<file path="config.mk">
export PLATFORM = sky130hd
export DESIGN_NAME = rescale_streamer
export DESIGN_NICKNAME = d
export VERILOG_FILES = /design/src/rtl/rescale_pkg.sv /design/src/rtl/fix_to_float.sv /design/src/rtl/coef_bank.sv /design/src/rtl/rescale_seq.sv /design/src/rtl/rescale_streamer.sv
export SDC_FILE = /design/constraint.sdc
export NUM_CORES = 2
export LEC_CHECK = 0
export BUFFER_PORTS_ARGS = -buffer_cell sky130_fd_sc_hd__buf_2
export CORE_MARGIN = 2
export CORE_UTILIZATION = 40
export CTS_BUF_LIST = sky130_fd_sc_hd__clkbuf_8
export CTS_CLUSTER_DIAMETER = 60
export DETAILED_ROUTE_END_ITERATION = 10
export HOLD_SLACK_MARGIN = 0.03
export PLACE_DENSITY = 0.62
export SLEW_MARGIN = 20
export SYNTH_ARGS = -nofsm -noshare
export SYNTH_HDL_FRONTEND = slang
export SYNTH_SLANG_ARGS = --single-unit
export TNS_END_PERCENT = 10
</file>
<file path="constraint.sdc">
create_clock -name clk -period 63.5 [get_ports clk]
set_clock_uncertainty 0.2 [all_clocks]
set_input_delay 3.175 -clock clk [delete_from_list [all_inputs] [get_ports clk]]
set_output_delay 3.175 -clock clk [all_outputs]
set_load 0.05 [all_outputs]
</file>
<file path="src/rtl/rescale_pkg.sv">
// Shared constants and types for the rescaling streamer.
// Assumes IEEE single precision for every float result.
package rescale_pkg;
    localparam int FLT_W  = 32;
    localparam int MANT_W = 23;
    localparam int EXP_W  = 8;
    localparam int BIAS   = 127;
    typedef logic [FLT_W-1:0] flt_t;
endpackage

</file>
<file path="src/rtl/fix_to_float.sv">
// Combinational conversion of a signed fixed-point value (FRAC fractional
// bits) to IEEE single precision, round to nearest even.
// Assumes IN_W >= 26 and a magnitude that stays in the normal float range.
module fix_to_float
    import rescale_pkg::*;
#(
    parameter int IN_W = 33,
    parameter int FRAC = 24
) (
    input  logic signed [IN_W-1:0] val,
    output flt_t                   flt
);
    localparam int LW = $clog2(IN_W);

    logic [IN_W-1:0]   mag;
    logic [IN_W-1:0]   norm;
    logic [LW-1:0]     lead;
    logic [MANT_W-1:0] mant;
    logic [MANT_W-1:0] mant_r;
    logic              guard;
    logic              sticky;
    logic              rnd;
    logic              carry;
    logic [9:0]        e_w;

    // Magnitude and position of the leading one.
    always_comb begin
        mag  = val[IN_W-1] ? (~val + 1'b1) : val;
        lead = '0;
        for (int i = 0; i < IN_W; i++) begin
            if (mag[i]) lead = LW'(i);
        end
    end

    // Normalise, round to nearest even, and pack the fields.
    always_comb begin
        norm   = mag << (LW'(IN_W - 1) - lead);
        mant   = norm[IN_W-2 -: MANT_W];
        guard  = norm[IN_W-2-MANT_W];
        sticky = |norm[IN_W-3-MANT_W:0];
        rnd    = guard & (sticky | mant[0]);
        {carry, mant_r} = {1'b0, mant} + (MANT_W+1)'(rnd);
        e_w    = 10'(lead) + 10'(BIAS - FRAC) + 10'(carry);
        if (mag == '0) flt = '0;
        else           flt = {val[IN_W-1], e_w[EXP_W-1:0], mant_r};
    end
endmodule

</file>
<file path="src/rtl/coef_bank.sv">
// Per-channel gain and offset registers with one write port and one
// combinational read port. Address MSB selects offset; low bits select channel.
// Assumes gain has GAIN_FRAC fractional bits; reset loads unity gain, zero offset.
module coef_bank #(
    parameter int N_CH      = 16,
    parameter int GAIN_W    = 16,
    parameter int GAIN_FRAC = 14,
    parameter int OFS_W     = 32,
    parameter int ADDR_W    = $clog2(N_CH) + 1,
    parameter int IDX_W     = $clog2(N_CH)
) (
    input  logic                     clk,
    input  logic                     rst_n,
    input  logic                     wr_en,
    input  logic [ADDR_W-1:0]        wr_addr,
    input  logic [OFS_W-1:0]         wr_data,
    input  logic [IDX_W-1:0]         rd_idx,
    output logic signed [GAIN_W-1:0] rd_gain,
    output logic signed [OFS_W-1:0]  rd_ofs
);
    localparam logic signed [GAIN_W-1:0] UNITY = GAIN_W'(1) << GAIN_FRAC;

    logic signed [GAIN_W-1:0] gain_q [N_CH];
    logic signed [OFS_W-1:0]  ofs_q  [N_CH];

    // Store a gain or an offset on a configuration write.
    always_ff @(posedge clk) begin
        for (int i = 0; i < N_CH; i++) begin
            if (!rst_n) begin
                gain_q[i] <= UNITY;
                ofs_q[i]  <= '0;
            end else if (wr_en && wr_addr[IDX_W-1:0] == IDX_W'(i)) begin
                if (wr_addr[ADDR_W-1]) ofs_q[i]  <= wr_data;
                else                   gain_q[i] <= wr_data[GAIN_W-1:0];
            end
        end
    end

    // Coefficients for the channel the pipeline is issuing.
    always_comb begin
        rd_gain = gain_q[rd_idx];
        rd_ofs  = ofs_q[rd_idx];
    end
endmodule

</file>
<file path="src/rtl/rescale_seq.sv">
// Pass sequencer: accepts sync while idle, then issues channel indices
// 0..N_CH-1 on consecutive cycles. Sync while busy raises a sticky overrun.
// Assumes sync is synchronous to clk.
module rescale_seq #(
    parameter int N_CH  = 16,
    parameter int IDX_W = $clog2(N_CH)
) (
    input  logic             clk,
    input  logic             rst_n,
    input  logic             sync,
    output logic             capture,
    output logic             issue_vld,
    output logic [IDX_W-1:0] issue_idx,
    output logic             overrun
);
    localparam logic [IDX_W-1:0] LAST = IDX_W'(N_CH - 1);

    logic             busy;
    logic [IDX_W-1:0] idx;

    assign capture   = sync && !busy;
    assign issue_vld = busy;
    assign issue_idx = idx;

    // Walk the channel index during a pass; flag syncs that arrive too early.
    always_ff @(posedge clk) begin
        if (!rst_n) begin
            busy    <= 1'b0;
            idx     <= '0;
            overrun <= 1'b0;
        end else begin
            if (capture) begin
                busy <= 1'b1;
                idx  <= '0;
            end else if (busy) begin
                idx <= idx + 1'b1;
                if (idx == LAST) busy <= 1'b0;
            end
            if (sync && busy) overrun <= 1'b1;
        end
    end

    p_early_sync_r7: assert property (@(posedge clk) disable iff (!rst_n)
        (sync && busy) |=> overrun);
    p_overrun_sticky_r7: assert property (@(posedge clk) disable iff (!rst_n)
        overrun |=> overrun);
    p_accept_r8: assert property (@(posedge clk) disable iff (!rst_n)
        (sync && !busy) |=> (busy && idx == '0));
    p_pass_len_r8: assert property (@(posedge clk) disable iff (!rst_n)
        (busy && idx == LAST && !sync) |=> !busy);
endmodule

</file>
<file path="src/rtl/rescale_streamer.sv">
// Top: unpacks sample pairs, snapshots them on sync, runs one shared
// multiply-add per cycle, converts to float and emits a serial stream plus
// a parallel bank that commits when the last channel leaves.
// Assumes the offset carries SAMP_FRAC+GAIN_FRAC fractional bits.
module rescale_streamer
    import rescale_pkg::*;
#(
    parameter int N_CH      = 16,
    parameter int SAMP_W    = 16,
    parameter int SAMP_FRAC = 10,
    parameter int GAIN_W    = 16,
    parameter int GAIN_FRAC = 14,
    parameter int OFS_W     = 32,
    parameter int WORD_W    = 33,
    parameter int ADDR_W    = $clog2(N_CH) + 1
) (
    input  logic                              clk,
    input  logic                              rst_n,
    input  logic                              sync,
    input  logic [N_CH/2-1:0][WORD_W-1:0]     pair_in,
    input  logic                              cfg_we,
    input  logic [ADDR_W-1:0]                 cfg_addr,
    input  logic [OFS_W-1:0]                  cfg_wdata,
    output logic [N_CH-1:0][FLT_W-1:0]        par_out,
    output logic [FLT_W+1:0]                  ser_out,
    output logic                              done,
    output logic                              overrun
);
    localparam int N_WORD = N_CH / 2;
    localparam int IDX_W  = $clog2(N_CH);
    localparam int PROD_W = SAMP_W + GAIN_W;
    localparam int SUM_W  = ((PROD_W > OFS_W) ? PROD_W : OFS_W) + 1;
    localparam int SUM_FR = SAMP_FRAC + GAIN_FRAC;
    localparam logic [IDX_W-1:0] LAST = IDX_W'(N_CH - 1);

    logic                     capture;
    logic                     issue_vld;
    logic [IDX_W-1:0]         issue_idx;
    logic signed [GAIN_W-1:0] rd_gain;
    logic signed [OFS_W-1:0]  rd_ofs;

    logic signed [SAMP_W-1:0] snap_q [N_CH];

    logic                     a_vld;
    logic [IDX_W-1:0]         a_idx;
    logic signed [SAMP_W-1:0] a_x;
    logic signed [GAIN_W-1:0] a_g;
    logic signed [OFS_W-1:0]  a_o;
    logic signed [PROD_W-1:0] a_prod;

    logic                     b_vld;
    logic [IDX_W-1:0]         b_idx;
    logic signed [SUM_W-1:0]  b_sum;
    flt_t                     b_flt;

    logic                     c_vld;
    logic                     c_last;
    logic [IDX_W-1:0]         c_idx;
    flt_t                     c_flt;
    flt_t                     shadow_q [N_CH];

    rescale_seq #(.N_CH(N_CH), .IDX_W(IDX_W)) u_seq (
        .clk       (clk),
        .rst_n     (rst_n),
        .sync      (sync),
        .capture   (capture),
        .issue_vld (issue_vld),
        .issue_idx (issue_idx),
        .overrun   (overrun)
    );

    coef_bank #(
        .N_CH(N_CH), .GAIN_W(GAIN_W), .GAIN_FRAC(GAIN_FRAC),
        .OFS_W(OFS_W), .ADDR_W(ADDR_W), .IDX_W(IDX_W)
    ) u_coef (
        .clk     (clk),
        .rst_n   (rst_n),
        .wr_en   (cfg_we),
        .wr_addr (cfg_addr),
        .wr_data (cfg_wdata),
        .rd_idx  (issue_idx),
        .rd_gain (rd_gain),
        .rd_ofs  (rd_ofs)
    );

    // Bits above the two packed samples carry nothing for this block.
    generate
        if (WORD_W > 2 * SAMP_W) begin : g_spare
            logic unused_spare;
            always_comb begin
                unused_spare = 1'b0;
                for (int w = 0; w < N_WORD; w++)
                    unused_spare = unused_spare ^ (^pair_in[w][WORD_W-1:2*SAMP_W]);
            end
        end
    endgenerate

    // Capture all channels from their pair words on an accepted sync.
    always_ff @(posedge clk) begin
        for (int w = 0; w < N_WORD; w++) begin
            if (!rst_n) begin
                snap_q[2*w]   <= '0;
                snap_q[2*w+1] <= '0;
            end else if (capture) begin
                snap_q[2*w]   <= pair_in[w][SAMP_W-1:0];
                snap_q[2*w+1] <= pair_in[w][2*SAMP_W-1:SAMP_W];
            end
        end
    end

    // Stage A: fetch the issued sample and its coefficients.
    always_ff @(posedge clk) begin
        if (!rst_n) begin
            a_vld <= 1'b0;
            a_idx <= '0;
            a_x   <= '0;
            a_g   <= '0;
            a_o   <= '0;
        end else begin
            a_vld <= issue_vld;
            a_idx <= issue_idx;
            a_x   <= snap_q[issue_idx];
            a_g   <= rd_gain;
            a_o   <= rd_ofs;
        end
    end

    assign a_prod = a_x * a_g;

    // Stage B: shared multiply-add in fixed point.
    always_ff @(posedge clk) begin
        if (!rst_n) begin
            b_vld <= 1'b0;
            b_idx <= '0;
            b_sum <= '0;
        end else begin
            b_vld <= a_vld;
            b_idx <= a_idx;
            b_sum <= SUM_W'(a_prod) + SUM_W'(a_o);
        end
    end

    fix_to_float #(.IN_W(SUM_W), .FRAC(SUM_FR)) u_cvt (
        .val (b_sum),
        .flt (b_flt)
    );

    // Stage C: serial stream word for the converted channel.
    always_ff @(posedge clk) begin
        if (!rst_n) begin
            c_vld  <= 1'b0;
            c_last <= 1'b0;
            c_idx  <= '0;
            c_flt  <= '0;
        end else begin
            c_vld  <= b_vld;
            c_last <= b_vld && b_idx == LAST;
            c_idx  <= b_idx;
            c_flt  <= b_vld ? b_flt : '0;
        end
    end

    // Collect results in a shadow and commit the whole bank with the last one.
    always_ff @(posedge clk) begin
        if (!rst_n) begin
            done <= 1'b0;
            for (int i = 0; i < N_CH; i++) begin
                shadow_q[i] <= '0;
                par_out[i]  <= '0;
            end
        end else begin
            done <= b_vld && b_idx == LAST;
            for (int i = 0; i < N_CH; i++) begin
                if (b_vld && b_idx == IDX_W'(i)) shadow_q[i] <= b_flt;
                if (b_vld && b_idx == LAST)
                    par_out[i] <= (i == N_CH - 1) ? b_flt : shadow_q[i];
            end
        end
    end

    assign ser_out = {c_flt, c_vld, c_last};

    p_last_has_valid_r5: assert property (@(posedge clk) disable iff (!rst_n)
        ser_out[0] |-> ser_out[1]);
    p_order_r4: assert property (@(posedge clk) disable iff (!rst_n)
        (c_vld && c_idx != LAST) |=> (c_vld && c_idx == $past(c_idx) + 1'b1));
    p_bank_hold_r9: assert property (@(posedge clk) disable iff (!rst_n)
        !done |-> $stable(par_out));
    p_no_overflow_r2: assert property (@(posedge clk) disable iff (!rst_n)
        c_vld |-> c_flt[FLT_W-2 -: EXP_W] != '1);
endmodule

</file>
# Yosys cells after proc, flatten, opt, wreduce, memory -nomap -nowiden
# Memory sizes are Yosys's and may differ from the RTL's. A register that Yosys moved wholly into a read port is not among the register bits.
# Cells that the tools add are included.
# totals
output_inout_bits,548
reg_bits,115
mem_bits_rw,1536
word_cells,434
memories,4
inputBits,305
# mem_list
memory,depth,word_bits,read_ports,rd_clocked_by_memory_dff,write_ports,line,text
shadow_q,16,32,15,15,16,rescale_streamer.sv:60,flt_t shadow_q [N_CH];
u_coef.ofs_q,16,32,1,1,16,coef_bank.sv:24,logic signed [OFS_W-1:0] ofs_q [N_CH];
snap_q,16,16,1,1,16,rescale_streamer.sv:42,logic signed [SAMP_W-1:0] snap_q [N_CH];
u_coef.gain_q,16,16,1,1,16,coef_bank.sv:23,logic signed [GAIN_W-1:0] gain_q [N_CH];
# op_classes
n_reduce_logical,59
n_mux,251
n_eq_ne,31
shifts,1
bitwise_logic,68
add_sub_neg,7
mul,1
# op_table
op,n
32-bit 2-to-1 mux,33
16-bit 2-to-1 mux,32
1-bit 2-to-1 mux,154
5-bit 2-to-1 mux,16
4-bit equality test (second input constant),17
1-bit OR,65
1-bit logical AND,34
32-bit by 32-bit adder with 33-bit output,1
33-bit by 1-bit adder with 33-bit output (second input constant),1
33-bit logical NOT,1
33-bit 2-to-1 mux,1
33-bit inverter,1
33-bit by 6-bit left shift with 32-bit output,1
4-bit by 3-bit equality test with 1-bit output (second input constant),8
16-bit by 16-bit multiplier with 32-bit output,1
4-bit 2-to-1 mux,8
23-bit by 1-bit adder with 24-bit output,1
1-bit logical NOT,19
4-bit by 2-bit equality test with 1-bit output (second input constant),4
3-bit 2-to-1 mux,4
6-bit by 7-bit adder with 8-bit output (second input constant),1
8-bit by 1-bit adder with 8-bit output,1
4-bit by 1-bit equality test with 1-bit output (second input constant),2
4-bit logical NOT,2
other kinds (9),10

# Logic depth before layout (Yosys ltp)
# logic_depth
ltp_word,44
ltp_mapped,40
ltp_nobuf,33

# Cells and area by module
# From an unflattened synthesis, not the netlist that was laid out.
# unflattened
cells_unflattened,8488
hier_area_um2,99858.3
# modules_own_cells
module,instances,area_each_um2,seq_area_each_um2,cells_each
rescale_streamer,1,61436.4,35173.7,5387
coef_bank,1,32786.4,23062.1,2240
fix_to_float,1,5351.4,0.0,835
rescale_seq,1,284.0,120.1,26

# Least setup slack after synthesis
# Ideal clock, no wire load.
# synth_timing
path_type,input-to-reg
start,input sync
end,"memory snap_q[0][0], enable pin"
setup_slack_ps,40872
arrival_time_ps,21194
path_buffers,0
cell_stages,2
required_time_ps,62066
setup_time_ps,1234
path_cell_list,inv_1 > o21ai_0
# synth_rtl
element,line,text
from (decl),rescale_streamer.sv:19,"input logic sync,"
to (decl),rescale_streamer.sv:42,

==> results.txt <==
Post-Layout Cell Count - 12582
Critical Path Source Type - flop
Cell Rows - 183
Worst EP required - 64.20 ns
Antenna-violating nets left - 0
Synth Net Count - 8936
Largest family of logic cells by synthesized area - simple AND/OR/NAND/NOR gates
Crit path kind - reg -> reg
Initial core utilization - 40.2%
Clock slew at reported path FFs - 0.06 ns
Synth Area in Simple Gates - 16.6%
Hold slack - 0.224 ns
Max Clock Freq - 0.0788 GHz
Worst path max stage delay - 0.90 ns
Period utilization - 20.0%
Setup Fix Bufs, Post-CTS - 0
Status - finished, final reports clean
Post-cts gate resize count - 0
Die Ht - 503 um
Most used cell, CP - nand2_1
Placed Instances - 11912
Synth-to-Final Area Change - 14.6%
Fin util - 46.0%
Total CTS buffers - 371
Synthesized area per cell - 12.1 um^2
Gr busiest metal - met2
DR iter-0 viols - 6573
Via count - 67757
Sequential share of the synthesized area - 58.5%
Fin nets - 9668
GP Congestion - 0.924
Core ar. - 248000 um^2
Total GRT Usage - 24.8%
Routed len/inst - 25.7 um
Boundary pin count - 853
Pwr dens - 42.3 nW/um^2
Arrival time at the worst endpoint - 13.39 ns
Final Slew Violations - 0
Reg2reg setup slack - 50.81 ns
Crit end category - flop
Vias in the first global route - 66958
Synthesized area - 99800 um^2
GR Util met1 - 30.8%
CTS Root Cell - clkbuf_8
Cell count after synthesis - 8224
Setup TNS - 0 ns
Clk buf depth - 4
HP Class - reg -> reg
Post-synthesis mux area share - 7.71%
Met2 Use GR - 41.7%
Max cap viols - 0
Vias per inst - 5.39
Setup-failing EPs final - 0
Dpl hpwl - 217000 um
Post-synthesis adder-cell area fraction - 7.35%
DIE WIDTH - 503 um
CTS sink cnt - 2163
Initial antenna violation count - 44
Share of post-route cells with drive strength above 1 - 20.6%
First-pass GRT wire length - 460000 um
Input/output buffers - 844
Leak pwr - 43.5 nW
GR Layer Usage met3 - 4.80%
VDD IR-drop max - 0.151 mV
Synth Area in XOR/XNOR - 0.825%
Number of synthesized flops with an enable pin - 1504
Tot Pwr - 4.84 mW
Slowest CP cell - ha_2
#FFs+latches synth - 2163
Worst-skew pair later-pin latency - 1.11 ns
Final wirelength - 323000 um
Die Area - 254000 um^2
Max-slew headroom - 19.6%
TritonRoute pass-1 iters - 8
H-tree depth - 5
Final Hold Viols - 0
Synth Area in Compound Gates - 5.43%
Hold-fix buffers at CTS - 0
Slew @ Worst Pin - 1.20 ns
Post-synth cell types - 106
Async SR Flop Fraction - 0%
Largest net degree at the start of global routing - 204
RSZ-0062 raised after global routing - false
Crit path time final - 12.69 ns
Synth warnings - 0
CTS tree - done
Prevailing post-synth register cell - edfxtp_1
Drt drc - 0
Grt total ovfl - 0
Fill count - 22501
Crit-path max FO - 48
cell usage after synthesis (all sizes together), types with 16 or more instances:
cell type,n,share of area [%]
nand3,80,0.41
fa,299,6.0
or2,16,0.10
buf,61,0.32
and4,16,0.14
ha,108,1.4
a21o,17,0.13
nand4,21,0.13
mux2i,19,0.19
and2,1190,7.5
nor4,29,0.22
nand2b,35,0.22
nand2,1286,4.8
inv,318,1.2
mux4,328,7.4
nor2,468,1.8
xor2,41,0.36
edfxtp,1504,45
and3,17,0.11
nor3,105,0.59
a31oi,22,0.14
clkbuf,557,2.1
xnor2,53,0.47
dfxtp,659,13
or3,32,0.21
a21oi,574,2.9
a211oi,24,0.18
o21ai,118,0.59
sequential cells by signal, indices dropped and copies added (netlist names), 4 cells and up:
signal           count
a_x                 16
c_flt               32
a_g                 16
snap_q             256
shadow_q           480
a_o                 32
u_coef.ofs_q       512
b_sum               33
par_out            512
b_idx                4
u_coef.gain_q      256
a_idx                4
u_seq.issue_idx      4
per-stage QoR:
step           area [um^2]  worst slack [ns]
4_1_cts             114000             51.09
5_1_grt             114000             49.97
3_5_place_dp        107000             51.09
6_report            114000             50.81
2_1_floorplan        99800             40.87
3_3_place_gp        107000             51.07
area by class of cell:
| class | instances | area (um^2) | share of cell area, % |
|---|---|---|---|
| multi-input cells | 5125 | 38400 | 33.6 |
| repair buffers | 977 | 5340 | 4.66 |
| inverters | 318 | 1200 | 1.05 |
| clock buffers | 407 | 5600 | 4.90 |
| well taps | 3330 | 4170 | 3.64 |
| flip-flops and latches | 2163 | 58400 | 51.0 |
| diodes | 14 | 35.0 | 0.0306 |
| clock inverters | 248 | 1260 | 1.11 |
kinds of logic (layout without fill, tap and decap cells):
logic type               count (synthesis)  after routing
flip-flops                            2163           2163
other                                    0             14
multiplexers                           357            357
AND/OR/NAND/NOR                       3345           3345
buffers and inverters                  936           1950
AO/OA/AOI/OAI                          922            922
XOR/XNOR                                94             94
adder cells (fa/ha/maj)                407            407
critical path, delay by kind of cell (launching register included):
kind,cells,cell delay (ns)
AOI/OAI and AO/OA,6,1.96
buffers and inverters,5,1.66
DFF,1,0.47
muxes,1,0.14
adders and majority gates,3,1.47
and+or+nand+nor,17,6.54
where the power goes:
group	switching (mW)	internal, mW	total (mW)
Combinational	1.40	0.524	1.93
Clock	0.565	0.619	1.18
Sequential	0.0625	1.67	1.73
metal layers:
| layer | vias to the layer above | share of wire, % |
|---|---|---|
| met5 | - | 0.042 |
| met4 | 20 | 5.2 |
| met3 | 650 | 8.0 |
| met2 | 2872 | 49 |
| met1 | 34260 | 38 |
| li1 | 29955 | - |
path summary, 6_finish.rpt:
path | start | end | cells past startpoint
worst max-delay path | b_sum[0] | shadow_q[13][27] | 32
worst min-delay path | shadow_q[3][14] | par_out[110] | 2
worst max register to register | b_sum[0] | shadow_q[13][27] | 32
worst min register to register | shadow_q[3][14] | par_out[110] | 2
cell usage in the layout (no fill, tap or decap), types with 35 or more instances in the layout:
master / synthesis / routed
fa_1: 299 / 299
clkinv_1: 0 / 54
nand2b_1: 35 / 35
nand3_1: 78 / 76
buf_4: 5 / 125
xnor2_1: 53 / 45
xor2_1: 41 / 40
nand2_1: 1286 / 1283
nor3_1: 93 / 92
ha_1: 108 / 107
a21oi_1: 572 / 572
dfxtp_1: 659 / 654
inv_1: 315 / 466
and2_1: 1190 / 1190
nor2_1: 467 / 449
mux4_2: 328 / 328
o21ai_0: 103 / 67
buf_2: 22 / 843
edfxtp_1: 1504 / 1504
clkbuf_8: 0 / 407
Power figures use the tool's default switching activity.
